$ cat config.mk
export PLATFORM = sky130hd
export DESIGN_NAME = dsw_wr_ctrl
export DESIGN_NICKNAME = d
export VERILOG_FILES = /design/src/rtl/dsw_pkg.sv /design/src/rtl/dsw_sync.sv /design/src/rtl/dsw_regfile.sv /design/src/rtl/dsw_window.sv /design/src/rtl/dsw_wr_ctrl.sv
export SDC_FILE = /design/constraint.sdc
export NUM_CORES = 1
export LEC_CHECK = 0
export BUFFER_PORTS_ARGS = -buffer_cell sky130_fd_sc_hd__clkbuf_2
export CORE_ASPECT_RATIO = 0.5
export CORE_MARGIN = 2
export CORE_UTILIZATION = 35
export CTS_BUF_LIST = sky130_fd_sc_hd__clkbuf_8
export DETAILED_ROUTE_END_ITERATION = 12
export GPL_TIMING_DRIVEN = 0
export HOLD_SLACK_MARGIN = 0.1
export SLEW_MARGIN = 20
export SYNTH_ARGS = -nofsm -noshare
export SYNTH_HDL_FRONTEND = slang
export SYNTH_SLANG_ARGS = --single-unit
$ cat constraint.sdc
create_clock -name clk -period 3.28 [get_ports clk]
set_input_delay 0.328 -clock clk [delete_from_list [all_inputs] [get_ports clk]]
set_output_delay 0.328 -clock clk [all_outputs]
set_load 0.005 [all_outputs]
$ cat src/rtl/dsw_pkg.sv
package dsw_pkg;
  typedef enum logic [1:0] {
    TGT_NONE = 2'd0,
    TGT_INT  = 2'd1,
    TGT_EXT  = 2'd2
  } tgt_e;
endpackage

$ cat src/rtl/dsw_sync.sv
module dsw_sync #(
  parameter int W = 1,
  parameter int STAGES = 2,
  parameter logic [W-1:0] INIT = '0
) (
  input  logic         clk,
  input  logic         rst_n,
  input  logic [W-1:0] d,
  output logic [W-1:0] q
);
  logic [W-1:0] stg [STAGES];

  always_ff @(posedge clk or negedge rst_n) begin
    if (!rst_n) begin
      for (int i = 0; i < STAGES; i++) stg[i] <= INIT;
    end else begin
      stg[0] <= d;
      for (int i = 1; i < STAGES; i++) stg[i] <= stg[i-1];
    end
  end

  assign q = stg[STAGES-1];
endmodule

$ cat src/rtl/dsw_regfile.sv
module dsw_regfile #(
  parameter int NREG = 16,
  parameter int DW = 8,
  localparam int RA = $clog2(NREG)
) (
  input  logic          clk,
  input  logic          rst_n,
  input  logic          wr_en,
  input  logic [RA-1:0] wr_idx,
  input  logic [DW-1:0] wr_data,
  input  logic [RA-1:0] rd_idx,
  output logic [DW-1:0] rd_data
);
  logic [DW-1:0] mem [NREG];

  always_ff @(posedge clk or negedge rst_n) begin
    if (!rst_n) begin
      for (int i = 0; i < NREG; i++) mem[i] <= '0;
    end else if (wr_en) begin
      mem[wr_idx] <= wr_data;
    end
  end

  assign rd_data = mem[rd_idx];
endmodule

$ cat src/rtl/dsw_window.sv
module dsw_window
  import dsw_pkg::*;
#(
  parameter int AW = 8,
  parameter int DW = 8,
  parameter int REC_CYC = 2,
  localparam int CW = $clog2(REC_CYC + 1) + 1
) (
  input  logic          clk,
  input  logic          rst_n,
  input  tgt_e          cur,
  input  logic          conflict,
  input  logic [AW-1:0] addr,
  input  logic [DW-1:0] data,
  output logic          commit_ok,
  output tgt_e          commit_tgt,
  output logic [AW-1:0] commit_addr,
  output logic [DW-1:0] commit_data,
  output logic          conflict_err,
  output logic          proto_err
);
  tgt_e          win_q;
  logic          abort_q;
  logic [AW-1:0] addr_q;
  logic [DW-1:0] data_q;
  logic [CW-1:0] idle_cnt;
  logic          ending, starting;

  assign ending   = (win_q != TGT_NONE) && (cur != win_q);
  assign starting = (cur != TGT_NONE) && (cur != win_q);

  assign commit_ok   = ending && !abort_q && !conflict;
  assign commit_tgt  = win_q;
  assign commit_addr = addr_q;
  assign commit_data = data_q;

  always_ff @(posedge clk or negedge rst_n) begin
    if (!rst_n) begin
      win_q        <= TGT_NONE;
      abort_q      <= 1'b0;
      addr_q       <= '0;
      data_q       <= '0;
      idle_cnt     <= CW'(REC_CYC);
      conflict_err <= 1'b0;
      proto_err    <= 1'b0;
    end else begin
      win_q <= cur;
      if (starting) begin
        addr_q  <= addr;
        data_q  <= data;
        abort_q <= conflict;
        if (idle_cnt < CW'(REC_CYC)) proto_err <= 1'b1;
      end else if (cur != TGT_NONE) begin
        data_q  <= data;
        abort_q <= abort_q | conflict;
        if (addr != addr_q) proto_err <= 1'b1;
      end
      if (cur == TGT_NONE) begin
        if (idle_cnt < CW'(REC_CYC)) idle_cnt <= idle_cnt + 1'b1;
      end else begin
        idle_cnt <= '0;
      end
      if (conflict) conflict_err <= 1'b1;
    end
  end
endmodule

$ cat src/rtl/dsw_wr_ctrl.sv
module dsw_wr_ctrl
  import dsw_pkg::*;
#(
  parameter int AW = 8,
  parameter int DW = 8,
  parameter int NREG = 16,
  parameter int SYNC_STAGES = 2,
  parameter int REC_CYC = 2
) (
  input  logic          clk,
  input  logic          rst_n,
  input  logic          ce_n,
  input  logic          xe_n,
  input  logic          we_n,
  input  logic          oe_n,
  input  logic [AW-1:0] addr,
  input  logic [DW-1:0] din,
  output logic [DW-1:0] dq_out,
  output logic          dq_oe,
  output logic          ext_wr_valid,
  output logic [AW-1:0] ext_addr,
  output logic [DW-1:0] ext_wdata,
  input  logic [DW-1:0] ext_rdata,
  output logic          conflict_err,
  output logic          proto_err
);
  localparam int RA = $clog2(NREG);
  localparam int SW = 4 + AW + DW;
  localparam logic [SW-1:0] SINIT = {4'hF, {(AW + DW){1'b0}}};

  logic          s_ce, s_xe, s_we, s_oe;
  logic [AW-1:0] s_addr;
  logic [DW-1:0] s_din;
  logic          sel_int, sel_ext, conflict;
  tgt_e          cur;
  logic          commit_ok;
  tgt_e          commit_tgt;
  logic [AW-1:0] commit_addr;
  logic [DW-1:0] commit_data;
  logic [DW-1:0] rf_rdata;
  logic          rf_we;

  dsw_sync #(.W(SW), .STAGES(SYNC_STAGES), .INIT(SINIT)) u_sync (
    .clk  (clk),
    .rst_n(rst_n),
    .d    ({ce_n, xe_n, we_n, oe_n, addr, din}),
    .q    ({s_ce, s_xe, s_we, s_oe, s_addr, s_din})
  );

  assign sel_int  = !s_ce;
  assign sel_ext  = s_ce && !s_xe;
  assign conflict = !s_ce && !s_xe;

  always_comb begin
    cur = TGT_NONE;
    if (!s_we) begin
      if (sel_int)      cur = TGT_INT;
      else if (sel_ext) cur = TGT_EXT;
    end
  end

  dsw_window #(.AW(AW), .DW(DW), .REC_CYC(REC_CYC)) u_win (
    .clk         (clk),
    .rst_n       (rst_n),
    .cur         (cur),
    .conflict    (conflict),
    .addr        (s_addr),
    .data        (s_din),
    .commit_ok   (commit_ok),
    .commit_tgt  (commit_tgt),
    .commit_addr (commit_addr),
    .commit_data (commit_data),
    .conflict_err(conflict_err),
    .proto_err   (proto_err)
  );

  assign rf_we = commit_ok && (commit_tgt == TGT_INT);

  dsw_regfile #(.NREG(NREG), .DW(DW)) u_rf (
    .clk    (clk),
    .rst_n  (rst_n),
    .wr_en  (rf_we),
    .wr_idx (commit_addr[RA-1:0]),
    .wr_data(commit_data),
    .rd_idx (s_addr[RA-1:0]),
    .rd_data(rf_rdata)
  );

  always_ff @(posedge clk or negedge rst_n) begin
    if (!rst_n) begin
      ext_wr_valid <= 1'b0;
      ext_addr     <= '0;
      ext_wdata    <= '0;
    end else begin
      ext_wr_valid <= commit_ok && (commit_tgt == TGT_EXT);
      if (commit_ok && (commit_tgt == TGT_EXT)) begin
        ext_addr  <= commit_addr;
        ext_wdata <= commit_data;
      end
    end
  end

  assign dq_oe  = s_we && !s_oe && (sel_int || sel_ext) && !conflict;
  assign dq_out = sel_int ? rf_rdata : ext_rdata;
endmodule

==> results of run 1 <==
==> cells by family after synthesis <==
kind of cell / count (synthesis) / synth area share
DFF: 209 / 0.597
muxes: 200 / 0.296
and+or+nand+nor: 38 / 0.0453
buffers and inverters: 37 / 0.0195
AOI/OAI and AO/OA: 36 / 0.0289
xor gates and xnor gates: 12 / 0.0120
adders and majority gates: 1 / 0.00142
==> flip-flops by register name, indices dropped and copies added, names as in the netlist <==
register / flops
u_win.commit_addr: 8
u_rf.mem: 128
u_win.proto_err: 1
u_win.commit_data: 8
ext_wr_valid: 1
u_sync.stg: 20
ext_wdata: 8
u_win.abort_q: 1
u_win.commit_tgt: 2
u_win.conflict_err: 1
u_win.idle_cnt: 3
u_sync.q: 20
ext_addr: 8
==> worst paths after layout <==
kind / from / endpoint / slack, ns
min reg2reg: u_sync.stg[22]$_DFF_PN0_ / u_sync.q[2]$_DFF_PN0_ / 0.34
min: rst_n / u_sync.q[3]$_DFF_PN0_ / 0.31
max: u_sync.q[10]$_DFF_PN0_ / dq_out[1] / 0.13
min in group clk: u_sync.stg[22]$_DFF_PN0_ / u_sync.q[2]$_DFF_PN0_ / 0.34
max in group asynchronous: rst_n / u_sync.stg[34]$_DFF_PN0_ / 1.81
max reg2reg: u_sync.q[18]$_DFF_PN1_ / u_rf.mem[57]$_DFFE_PN0P_ / 0.54
==> Yosys cell counts (4+ instances only) <==
library cell / count
nor3_4: 10
a21oi_1: 6
mux2i_1: 8
dfstp_2: 9
buf_2: 8
xor2_1: 9
buf_1: 12
a211oi_1: 8
nand2b_1: 6
nor2_1: 5
mux4_2: 32
a21o_1: 8
o22ai_1: 8
nor4_4: 4
dfrtp_1: 200
mux2_2: 160
clkbuf_1: 11
==> power groups by stage <==
stage	logic [mW]	registers, mW	clock network (mW)
floorplan	0.864	3.35	0
global placement	1.18	3.42	0
detailed placement	1.22	3.45	0
CTS	1.25	3.41	2.41
global route	1.35	3.47	2.56
finish	1.23	3.41	2.34
==> stage by stage <==
| stage | setup slack [ns] | TNS, ns | hold WS, ns | cell area [um^2] |
|---|---|---|---|---|
| final | 0.130 | 0 | 0.311 | 10500 |
| after global placement | -2.08 | -417.18 | 0.333 | 9490 |
| after global routing | 0.0261 | 0 | 0.311 | 10500 |
| after floorplan | 0.980 | 0 | 0.0324 | 8780 |
| after detailed placement | 0.301 | 0 | 0.290 | 9560 |
| after CTS | 0.0000524 | 0 | 0.295 | 10500 |
==> cell type report <==
class | instances | area [um^2] | area share
clock inverter | 16 | 95.1 | 0.00907
sequential | 209 | 5240 | 0.500
clock buffer | 44 | 606 | 0.0578
buffer | 33 | 168 | 0.0160
tap | 336 | 420 | 0.0401
timing repair buffer | 80 | 559 | 0.0534
inverter | 3 | 11.3 | 0.00107
multi-input combinational | 287 | 3380 | 0.323
==> routing by layer <==
metal  part of all wire  global-route usage  vias up
met4              0.020              0.0488        0
met5                  0                   0        -
li1                   -                   -     2207
met3              0.055              0.0455       33
met2               0.44               0.243      104
met1               0.48               0.220     2614
==> repair_timing <==
action,4_1_cts,5_1_grt
endpoints found under the hold margin,65,0
setup endpoints to repair,8,7
gates resized for setup,2,5
hold buffers,21,0
pin swaps,0,0
==> qor.yml, run 1 <==
pwr:
  ir_drop_mv: 0.213
  p_clk_frac: 0.336
  combinationalPowerShare: 0.176
  p_leak_nw: 4.89
  intPower_mw: 5.10
  power.total_mw: 6.97
  p_sw_frac: 0.269
  p_per_area_mw_per_mm2: 665
  switchingPower_mw: 1.88
  power_frac_seq: 0.488
grt:
  grtUsageTotal: 0.158
  antenna_found_initial: 0
  gr-total-overflow: 0
  grt_pass1_vias: 5431
  grt_pass1_wl_mm: 31.5
  grt_max_degree: 90
floorplan:
  row_count: 40
  die_area_mm2: 0.0265
  start_util: 0.361
  core_mm2: 0.0243
  die_x_um: 228
  fp.dieH_um: 116
  io_pins: 58
final_layout:
  fin_util: 0.431
  final_cell_mix: "dfrtp_1 (200), mux2_2 (160), clkbuf_2 (58), clkbuf_8 (45), mux4_2 (32)"
  nFillCells: 2253
  fin_nets: 679
  final_common_cell: "dfrtp_1"
  area_growth_pct: 19.3
  layout-drive-gt1-share: 0.509
  final_cells: 1008
  antenna-diode-count: 0
setup_path:
  startpoint_type: "flop"
  crit_arrival_ns: 2.82
  crit_fanout: 10
  endpoint_kind: "output port"
  max_stage_delay_ns: 0.36
  cp_top_family: "buffers and inverters"
  critPathSlowestCell: "buf_2"
  cp_data_required_time_ns: 2.95
  crit_path_frequent_cell: "buf_2"
  crit_buf_inv: 4
  rr_worst_depth: 6
  path_depth: 8
  path_cells: "buf_2, buf_2, clkbuf_4, mux4_2, o22ai_1, a211oi_1, a21o_1, clkbuf_2"
  worstSetupPathType: "flop to output port"
timing:
  slew_headroom: 0.369
  slew_violations: 0
  fmax_mhz: 318
  hold_violations: 0
  setup_viol: 0
  fin_skew_ns: 0.0214
  fin_crit_sh: 0.960
  worstMarginPinSlew_ns: 0.945
  grt_setup_unrepaired: "false"
  min_period_ns: 3.15
logic_synthesis:
  yosysSeqAreaShare: 0.597
  yosysWarnings: 0
  ys_seq_elements: 209
  synth_area_mm2: 0.00878
  synth_ff_type: "dfrtp_1"
  syn-num-nets: 564
  syn_inst: 533
  synth_area_leaders: "dfrtp_1 (57%), mux2_2 (21%), mux4_2 (8.2%), dfstp_2 (2.7%), nor3_4 (1.9%)"
  async_flop_share: 1.00
  syn_area_per_cell_um2: 16.5
  synth_top_cell_by_area: "dfrtp_1"
  synth_top_area_frac: 0.570
  synth_cell_types: 34
  synth-edff-count: 0
placement:
  hpwl_mm: 13.0
  post-place-cells: 928
  place_congestion: 0.785
  port_buffers: 57
drt:
  remaining_drc_errors: 0
  viasPerCell: 4.92
  antenna_left: 0
  drtIter0Drc: 284
  routed_wl_mm: 20.0
  route.detailed.wl_per_inst_um: 19.8
  drtPass1Iterations: 4
  vias: 4958
clocking:
  cts.sinks: 209
  clockBufferDepth: 3
  cts_tree: "built"
  cts.reportedPaths.clkPinSlew_ns: 0.06
  postCtsSetupBuffers: 0
  cts_max_level: 2
  cts-root-buf: "clkbuf_8"
  cts_made_buffers: 34
  insertion_delay_ns: 0.53
outcome:
  status: "complete, no violations"
flow_run:
  drv_cap: 0
hold_path:
  holdCritPathClass: "input port to asynchronous set/reset pin"
No activity file was read; power rests on OpenSTA's default activity.
==> run 2, diff against run 1 <==
Settings changed: CTS_CLUSTER_DIAMETER from default to 30, TNS_END_PERCENT from default to 20.
Clock period 3.28 ns to 2.56 ns, I/O delays scaled along.
==> run 2 against run 1 <==
  * The run now ends with setup timing left
  * Flip-flop and latch count unchanged
  * Clock power up 49%
  * Via count up 1.4%
  * Register-to-register slack worse by 0.59 ns
  * Global-route usage up 0.24 points
  * Die area unchanged
  * Critical endpoint is now u_rf.mem[22]$_DFFE_PN0P_
  * Largest cell class unchanged
  * Largest power group unchanged
==> qor.yml, run 2 (synthesis results as in run 1) <==
outcome:
  status: "complete, but fails checks"
  violations: "setup timing"
hold_path:
  holdCritPathClass: "input port to asynchronous set/reset pin"
timing:
  slew_headroom: 0.366  # -0.00238
  tns_ns: -0.984  # -0.984 ns
  slew_violations: 0  # unchanged
  fmax_mhz: 383
  setup_viol: 37  # +37
  hold_violations: 0  # unchanged
  min_period_ns: 2.61
  grt_setup_unrepaired: "true"
  fin_crit_sh: 1.02
  fin_skew_ns: 0.0268  # +0.00543 ns
  fin_ws_ns: -0.0532  # -0.184 ns
  worstMarginPinSlew_ns: 0.944  # -0.00157 ns
final_layout:
  antenna-diode-count: 0  # unchanged
  nFillCells: 2210  # -1.9%
  final_common_cell: "dfrtp_1"
  fin_nets: 693  # +2.1%
  fin_util: 0.449  # +0.0183
  seqCellArea_mm2: 0.00524  # unchanged
  largest_register_ffs: 128  # unchanged
  area_growth_pct: 24.4
  fin_area_mm2: 0.0109  # +4.2%
  final_cell_mix: "dfrtp_1 (200), mux2_2 (159), clkbuf_2 (57), clkbuf_8 (44), mux4_2 (32)"
  layout-drive-gt1-share: 0.543  # +0.0341
  max_flop_register: "u_rf.mem"
  multiInputGateArea_mm2: 0.00347  # +2.6%
floorplan:
  die_area_mm2: 0.0265  # unchanged
  core_mm2: 0.0243  # unchanged
  io_pins: 58  # unchanged
  start_util: 0.361  # unchanged
  fp.dieH_um: 116  # unchanged
  row_count: 40  # unchanged
  die_x_um: 228  # unchanged
pwr:
  p_per_area_mw_per_mm2: 869  # +31%
  p_leak_nw: 5.08  # +3.8%
  ir_drop_mv: 0.301  # +41%
grt:
  gr-total-overflow: 0  # unchanged
  grt_max_degree: 90  # unchanged
  antenna_found_initial: 0  # unchanged
  grtUsageTotal: 0.161  # +0.00242
  grt_pass1_wl_mm: 31.9  # +1.4%
  grt_pass1_vias: 5475  # +0.81%
setup_path:
  endpoint_kind: "flop"
  path_cells: "buf_4, a21oi_1, or4b_4, buf_6, buf_8, nor3_4, mux2_2"
  worstSetupPathType: "flop to flop"
  startpoint_type: "flop"
  crit_fanout: 10  # unchanged
  cp_data_required_time_ns: 2.95  # about the same
  max_stage_delay_ns: 0.51  # +0.15 ns
  critPathSlowestCell: "dfstp_2"
  crit_arrival_ns: 3.00  # +0.18 ns
drt:
  remaining_drc_errors: 0  # unchanged
  drtPass1Iterations: 4  # unchanged
  route.detailed.wl_per_inst_um: 19.7  # -0.34%
  viasPerCell: 4.92  # +0.10%
  routed_wl_mm: 20.2  # +0.94%
  drtIter0Drc: 262  # -7.7%
  antenna_left: 0  # unchanged
  vias: 5027  # +1.4%
placement:
  hpwl_mm: 13.0  # unchanged
  port_buffers: 57  # unchanged
  place_congestion: 0.785  # unchanged
  post-place-ws_ns: -0.347  # -0.648 ns
  postPlaceCellArea_mm2: 0.00956  # unchanged
clocking:
  cts_tree: "built"
  cts.reportedPaths.clkPinSlew_ns: 0.06  # about the same
  cts.sinks: 209  # unchanged
  cts-root-buf: "clkbuf_8"
  clockBufferDepth: 3  # unchanged
  cts_made_buffers: 36  # +5.9%
  cts_max_level: 2  # unchanged
  insertion_delay_ns: 0.52  # about the same
flow_run:
  drv_cap: 0  # unchanged
==> run 2: worst max-delay path, delay by kind of cell, from the launching register on <==
kind            cells  cell delay (ns)
compound gates      1             0.07
buf+inv             3             0.49
flops               1             0.51
mux                 1             0.40
simple gates        2             1.00
==> run 2: what timing repair did <==
item,in CTS,in global routing
pin swaps,14,2
setup endpoints to repair,129,129
hold buffers,21,0
gates resized for setup,46,3
setup buffers,8,3
cloned,1,0
hold endpoints to repair,131,0
==> run 2: worst paths after layout <==
path	to	slack [ns]	cells past startpoint	start
setup / recovery	u_rf.mem[22]$_DFFE_PN0P_	-0.05	7	u_sync.q[18]$_DFF_PN1_
hold / removal	u_rf.mem[52]$_DFFE_PN0P_	0.24	2	rst_n
setup reg to reg	u_rf.mem[22]$_DFFE_PN0P_	-0.05	7	u_sync.q[18]$_DFF_PN1_
hold reg to reg	u_sync.q[5]$_DFF_PN0_	0.34	0	u_sync.stg[25]$_DFF_PN0_
max in group asynchronous	u_rf.mem[79]$_DFFE_PN0P_	1.14	4	rst_n
min in group clk	u_sync.q[5]$_DFF_PN0_	0.34	0	u_sync.stg[25]$_DFF_PN0_
==> run 2: area by class of cell <==
cell class / count / share of cell area
plain buffers: 33 / 0.0230
repair buffers: 92 / 0.0654
multi-input cells: 287 / 0.318
flip-flops and latches: 209 / 0.480
clock inverters: 19 / 0.0220
well taps: 336 / 0.0385
inverters: 3 / 0.00103
clock buffers: 42 / 0.0529
==> run 2: layer usage <==
metal | global-route usage | share of wire
met1 | 0.221 | 0.48
met4 | 0.0505 | 0.020
met5 | 0 | 0
met2 | 0.248 | 0.45
met3 | 0.0472 | 0.054
==> run 2: stage by stage <==
step	std cells	hold slack (ns)	power [mW]
2_1_floorplan	533	-0.0396	5.40
3_3_place_gp	926	0.333	5.89
3_5_place_dp	928	0.218	5.99
4_1_cts	1018	0.221	9.63
5_1_grt	1021	0.240	10.0
6_report	1021	0.244	9.50
==> run 2: power by group <==
| part | total [mW] | internal (mW) | switching, mW | leakage (nW) |
|---|---|---|---|---|
| logic | 1.66 | 0.957 | 0.701 | 1.95 |
| clock network | 3.48 | 2.10 | 1.37 | 0.448 |
| registers | 4.36 | 3.98 | 0.384 | 2.68 |
| total | 9.50 | 7.04 | 2.46 | 5.08 |
